<file path="config.mk">
export PLATFORM = sky130hd
export DESIGN_NAME = cs_desc_check
export DESIGN_NICKNAME = d
export VERILOG_FILES = /design/src/rtl/cs_desc_check.sv
export SDC_FILE = /design/constraint.sdc
export NUM_CORES = 1
export LEC_CHECK = 0
export CORE_UTILIZATION = 39
export CTS_BUF_LIST = sky130_fd_sc_hd__clkbuf_8
export DETAILED_ROUTE_END_ITERATION = 8
export PLACE_DENSITY = 0.85
export SLEW_MARGIN = 40
export SYNTH_ARGS = -nofsm -noshare
export SYNTH_HDL_FRONTEND = slang
export SYNTH_SLANG_ARGS = --single-unit
export TNS_END_PERCENT = 50
</file>
<file path="constraint.sdc">
create_clock -name clk -period 2.5 [get_ports clk]
set_clock_uncertainty 0.2 [all_clocks]
set_input_delay 0.5 -clock clk [delete_from_list [all_inputs] [get_ports clk]]
set_output_delay 0.5 -clock clk [all_outputs]
set_load 0.02 [all_outputs]
</file>
<file path="src/rtl/cs_desc_check.sv">
module cs_desc_check (
  input  logic        clk,
  input  logic        rst_n,
  input  logic        start,
  input  logic [15:0] sel,
  input  logic        d_valid,
  input  logic        d_s,
  input  logic [3:0]  d_type,
  input  logic [1:0]  d_dpl,
  input  logic        d_present,
  input  logic        d_l,
  input  logic        d_db,
  input  logic [1:0]  req_pl,
  input  logic [1:0]  cur_pl,
  input  logic        long_mode,
  output logic        done,
  output logic        fault,
  output logic        vec_np,
  output logic [15:0] err_code
);

  logic is_code, conforming;
  logic bad_kind, bad_mode, bad_priv, gp_hit, np_hit;

  assign is_code    = d_type[3];
  assign conforming = d_type[2];

  assign bad_kind = !d_valid || !d_s || !is_code;
  assign bad_mode = d_l && long_mode && d_db;
  assign bad_priv = conforming ? (d_dpl > cur_pl)
                               : ((d_dpl != cur_pl) || (req_pl > cur_pl));

  assign gp_hit = bad_kind || bad_mode || bad_priv;
  assign np_hit = !gp_hit && !d_present;

  always_ff @(posedge clk or negedge rst_n) begin
    if (!rst_n) begin
      done     <= 1'b0;
      fault    <= 1'b0;
      vec_np   <= 1'b0;
      err_code <= 16'h0000;
    end else begin
      done <= start;
      if (start) begin
        fault    <= gp_hit || np_hit;
        vec_np   <= np_hit;
        err_code <= (gp_hit || np_hit) ? {sel[15:2], 2'b00} : 16'h0000;
      end
    end
  end

endmodule


</file>
==> results.toml, run 1 <==
[run_status]
status = "completed"

[place]
routabilityCongestion = 0.641
numPortBuffers = 47
dpl_worst_slack_ns = -0.00434
dp_hpwl_mm = 1.55
placed_area_sq_mm = 0.00133

[routing]
drc = 0
drtIter0Drc = 7
routed_via_density = 4.72
wl_mm = 1.95
antenna_left = 0
wl_met3_microns = 168
m1WireLength_microns = 759
detail_route.first_pass.iterations = 3
wl_met2_mm = 1.01
wl_per_cell_microns = 12.8
top_layer = "met4"
vias = 717

[power]
p_sw_share_pct = 26.9
clock_power_share_pct = 27.6
power_density_mw_per_mm2 = 519
seq_power_share_pct = 43.9
leakagePower_uw = 0.000635
total_power_uw = 718
combPwrFrac_pct = 28.5
p_int_uw = 525
p_sw_uw = 193
irDropWorstVdd_uv = 410

[layout]
areaGrowthSynthToFinish_pct = 66.7
nNetsFinal = 165
design_area_sq_mm = 0.00138
n_antenna_cell = 0
final_core_util_pct = 69.8
drive_gt1_share_pct = 8.80

[logic_synthesis]
yosysMostFrequentCell = "dfrtp_1"
ys_types = 19
synthTopCellsByArea = "dfrtp_1, mux2i_1, nor2_1, ha_1, nor4_4"
ys_seq_area_share_pct = 51.3
yosysTopAreaCell = "dfrtp_1"
syn-instance-count = 73
ys_warn_count = 0
synth_edf_count = 0
syn_area_sq_um = 830
ys_ff_latch = 17
synth_commonest_cells = "dfrtp_1, nor2_1, mux2i_1"
synth_top_area_share_pct = 51.3
ys.flop_type = "dfrtp_1"
syn_area_per_cell_sq_um = 11.4
async_flop_share_pct = 100

[floorplanning]
die_y_microns = 48.1
die_area_sq_mm = 0.00232
num_rows = 16
core_area_sq_mm = 0.00198
die_w_microns = 48.1
initial_utilization_pct = 41.9
io_pins = 54

[timing]
hold_slack_ns = 0.292
hold_viol_final = 0
drv_slew = 0
fin_crit_sh_pct = 88.8
rsz0062_at_grt = "false"
layout_setup_ws_ns = 0.279
max_freq_mhz = 450
report.final.setup_viol = 0
period_minus_slack_ns = 2.22

[global_route]
grtUsageTotal_pct = 18.4
antenna_found_initial = 0
grt_pass1_wl_mm = 2.84
grt_pass1_vias = 704
grt_max_degree = 18
overflow = 0

[hold_path]
hp-class = "register to register"

[clock_tree]
cts.clk_slew.worst_paths_ns = 0.07
cts-root-buf = "clkbuf_8"
htree_num_levels = 1
cts_resized = 0
cts_buffers = 3
cts_tree = "built"
clk_latency_ns = 0.24
cts.sinks = 17
clk_path_buf_depth = 2

[critical_path]
startpoint_type = "primary input"
crit_type = "primary input to register"
crit_family = "buffers and inverters"
critPathMaxStageDelay_ns = 0.45
cp.required_ns = 2.44
path_depth = 8
end_kind = "register"
timing.rr.end = "err_code[12]"
path_buf_inv = 3
r2r_slack_ns = 1.59
cp_slowest_cell = "clkdlybuf4s50_1"
crit_arrival_ns = 2.16
path_cells = "clkdlybuf4s50_1 -> inv_1 -> ha_1 -> nor2b_4 -> o21a_1 -> nor4_4 -> buf_4 -> nor2_1"
reg2regPathDepth = 2
critPathMaxFanout = 9
cp-endpoint = "err_code[12]"
startpoint = "cur_pl[1]"
rr_startpoint = "err_code[12]"

[run]
drv_cap = 0
## placed cells by master, fill, tap and decap left out
cell | netlist | final
a21oi_1 | 1 | 1
a32oi_1 | 1 | 1
buf_2 | 2 | 1
buf_4 | 2 | 4
clkbuf_8 | 0 | 3
clkdlybuf4s50_1 | 0 | 46
clkinv_2 | 0 | 1
conb_1 | 1 | 2
dfrtp_1 | 17 | 17
dlygate4sd3_1 | 0 | 1
ha_1 | 4 | 4
inv_1 | 4 | 4
mux2i_1 | 14 | 14
nand2_1 | 1 | 1
nand2b_1 | 3 | 3
nand3_1 | 1 | 1
nand4_1 | 1 | 1
nor2_1 | 16 | 16
nor2b_4 | 1 | 1
nor4_4 | 1 | 1
o21a_1 | 1 | 1
o41ai_1 | 1 | 1
## worst min-delay path by stage
stage	startpoint	end	slack, ns	depth (start not counted)
after floorplan	rst_n	done	0.004	0
after global placement	vec_np	vec_np	0.27	2
after detailed placement	vec_np	vec_np	0.28	2
after CTS	vec_np	vec_np	0.30	2
after global routing	vec_np	vec_np	0.32	2
final	vec_np	vec_np	0.29	2
## worst reg2reg max path, delay by kind of cell (launching register included)
kind,cells,cell delay (ns)
flip-flops,1,0.39
multiplexers,1,0.15
AND/OR/NAND/NOR,1,0.06
## layer usage
metal	vias to the layer above	track usage (%)
met2	36	36.2
met4	0	7.78
met3	2	5.19
met5	-	0
li1	342	-
met1	337	17.6
## cell families after synthesis
logic type	Yosys count	synth area share, %
muxes	14	16.9
and+or+nand+nor	24	15.5
DFF	17	51.3
AOI/OAI and AO/OA	4	3.62
other	1	0.452
buffers and inverters	9	6.18
adders and majority gates	4	6.03
## final cells by class
type | count | area (sq um)
fillers | 153 | 599
repair buffers | 52 | 505
flip-flops and latches | 17 | 425
multi-input cells | 48 | 357
clock buffers | 3 | 41.3
well taps | 27 | 33.8
inverters | 4 | 15.0
clock inverters | 1 | 5.00
## metrics by stage
step	std cells	TNS, ns
after floorplan	74	0
after global placement	147	0
after detailed placement	147	-0.00585
after CTS	151	0
after global routing	152	0
final	152	0
## timing repair
action | in CTS | in global routing
endpoints found under the hold margin | 0 | 17
buffers inserted | 0 | 0
hold buffers | 0 | 1
## power by group through the flow
stage	Combinational, uW	Sequential [uW]	Clock, uW
detailed placement	207	319	0
global route	221	318	219
finish	204	315	198
floorplan	57.6	351	0
global placement	199	319	0
CTS	207	315	206
## registers in the layout (all words and copies together) (netlist names)
register,cells
done,1
err_code,14
fault,1
vec_np,1
(Power assumes the default switching activity.)
==> inputs of run 2 (changes only) <==
Settings changed: CORE_UTILIZATION 39 to 37, PLACE_DENSITY 0.85 to 0.81.
Clock period 2.5 ns to 2.1 ns, I/O delays scaled along.
==> run 2 against run 1 <==
Effect of this change:
- clock power grew 17%
- non-clock buffer count increased by 2
- power grew 23%
- sequential power grew 19%
- combinational power grew 34%
- sequential share of layout area decreased by 2.6 points
- flip-flop and latch count unchanged
==> results.toml, run 2 (synthesis results as in run 1) <==
[run_status]
status = "completed"

[floorplanning]
die_area_sq_mm = 0.00244
initial_utilization_pct = 40.6
die_y_microns = 49.4
core_area_sq_mm = 0.00204
die_w_microns = 49.4
num_rows = 16
io_pins = 54

[global_route]
grt_pass1_wl_mm = 3.30
grtUsageTotal_pct = 17.7
antenna_found_initial = 0
overflow = 0
grt_pass1_vias = 780
grt_max_degree = 18

[power]
leakagePower_uw = 0.000671
irDropWorstVdd_uv = 386
power_density_mw_per_mm2 = 585

[clock_tree]
cts-root-buf = "clkbuf_8"
clk_latency_ns = 0.24
htree_num_levels = 1
cts_tree = "built"
clk_path_buf_depth = 2
cts.clk_slew.worst_paths_ns = 0.06
cts_buffers = 3
cts.hold.buffers_added = 0
cts.sinks = 17

[routing]
wl_mm = 2.03
detail_route.first_pass.iterations = 3
wl_per_cell_microns = 13.1
routed_via_density = 4.66
antenna_left = 0
vias = 718
drtIter0Drc = 1
drc = 0

[layout]
nNetsFinal = 167
drive_gt1_share_pct = 17.3
areaGrowthSynthToFinish_pct = 81.8
largest_reg_flops = 14
final_cell_mix = "clkdlybuf4s50_1, dfrtp_1, nor2_1"
final_core_util_pct = 73.8
top_register = "err_code"
n_antenna_cell = 0
multi_input_area_sq_um = 437
design_area_sq_mm = 0.00151
final_common_cell = "clkdlybuf4s50_1"
regArea_sq_um = 425
num-fill-cells = 164

[timing]
rsz0062_at_grt = "false"
period_minus_slack_ns = 2.02
hold_viol_final = 0
max_freq_mhz = 496
fin_crit_sh_pct = 96.1
report.final.setup_viol = 0
drv_slew = 0

[critical_path]
timing.rr.end = "err_code[5]"
cp.required_ns = 2.04
r2r_slack_ns = 1.20
rr_startpoint = "err_code[5]"
end_kind = "register"
crit_type = "primary input to register"
crit_arrival_ns = 1.95
startpoint_type = "primary input"
critPathMaxFanout = 7
reg2regPathDepth = 2

[place]
routabilityCongestion = 0.712
numPortBuffers = 47
placed_area_sq_mm = 0.00134
dp_hpwl_mm = 1.44

[run]
drv_cap = 0

[hold_path]
hp-class = "primary input to async pin"
## run 2: cell types whose count changed in the layout (fill, tap and decap cells not counted), sizes merged
cell	change
buf	+1
dlygate4sd2	+4
clkdlybuf4s50	-4
dlymetal6s2s	+1
clkbuf	+1
dlygate4sd3	-1
## run 2: what timing repair did
item / in CTS / in global routing
gates resized for setup: 12 / 5
pin swaps: 2 / 2
endpoints found under the setup margin: 15 / 7
setup buffers: 1 / 1
gates cloned: 1 / 0
## run 2: worst max-delay path by stage
stage,endpoint,from,cells after the start,slack [ns]
detailed placement,err_code[10],cur_pl[1],8,-0.29
finish,err_code[8],cur_pl[1],8,0.08
global placement,err_code[6],cur_pl[1],8,-0.24
CTS,err_code[2],d_dpl[0],8,0.009
global route,err_code[2],cur_pl[1],8,0.04
floorplan,err_code[10],cur_pl[1],7,0.19
## run 2: critical path: stages
cell	delay (ns)
dlygate4sd2_1	0.24
inv_2	0.09
ha_4	0.20
nor2b_4	0.12
o21a_1	0.21
nor4_4	0.41
clkbuf_16	0.23
nor2_1	0.04
## run 2: where the power goes
group	internal, uW	switching (uW)
Combinational	154	120
Clock	131	101
Sequential	358	16.4
Total	644	238
## run 2: layer usage
metal / part of all wire (%) / GRT usage [%] / up-vias
met5: 0 / 0 / -
met4: 0 / 2.94 / 0
met3: 6.5 / 3.74 / 0
met2: 52 / 33.1 / 36
met1: 42 / 20.5 / 333
li1: - / - / 349
## run 2: area by class of cell
class,instances,share of cell area [%]
clock inverter,1,0.332
multi-input combinational,48,29.0
clock buffer,3,2.74
timing repair buffer,54,36.5
inverter,4,0.996
sequential,17,28.2
tap,27,2.24
## run 2: through the flow
stage	TNS, ns	power (uW)	hold WS (ns)	setup WS (ns)	std cells
after floorplan	0	486	-0.0756	0.195	74
after global placement	-3.67	619	0.266	-0.243	147
after detailed placement	-4.33	626	0.302	-0.286	147
after CTS	0	887	0.306	0.00858	153
after global routing	0	933	0.326	0.0423	154
final	0	881	0.301	0.0827	154
==> inputs of run 3 (changes only) <==
Settings changed: TNS_END_PERCENT 50 to 5.
==> results of run 3 <==
Same layout as run 2: the final DEF is identical, and so are final timing and power.
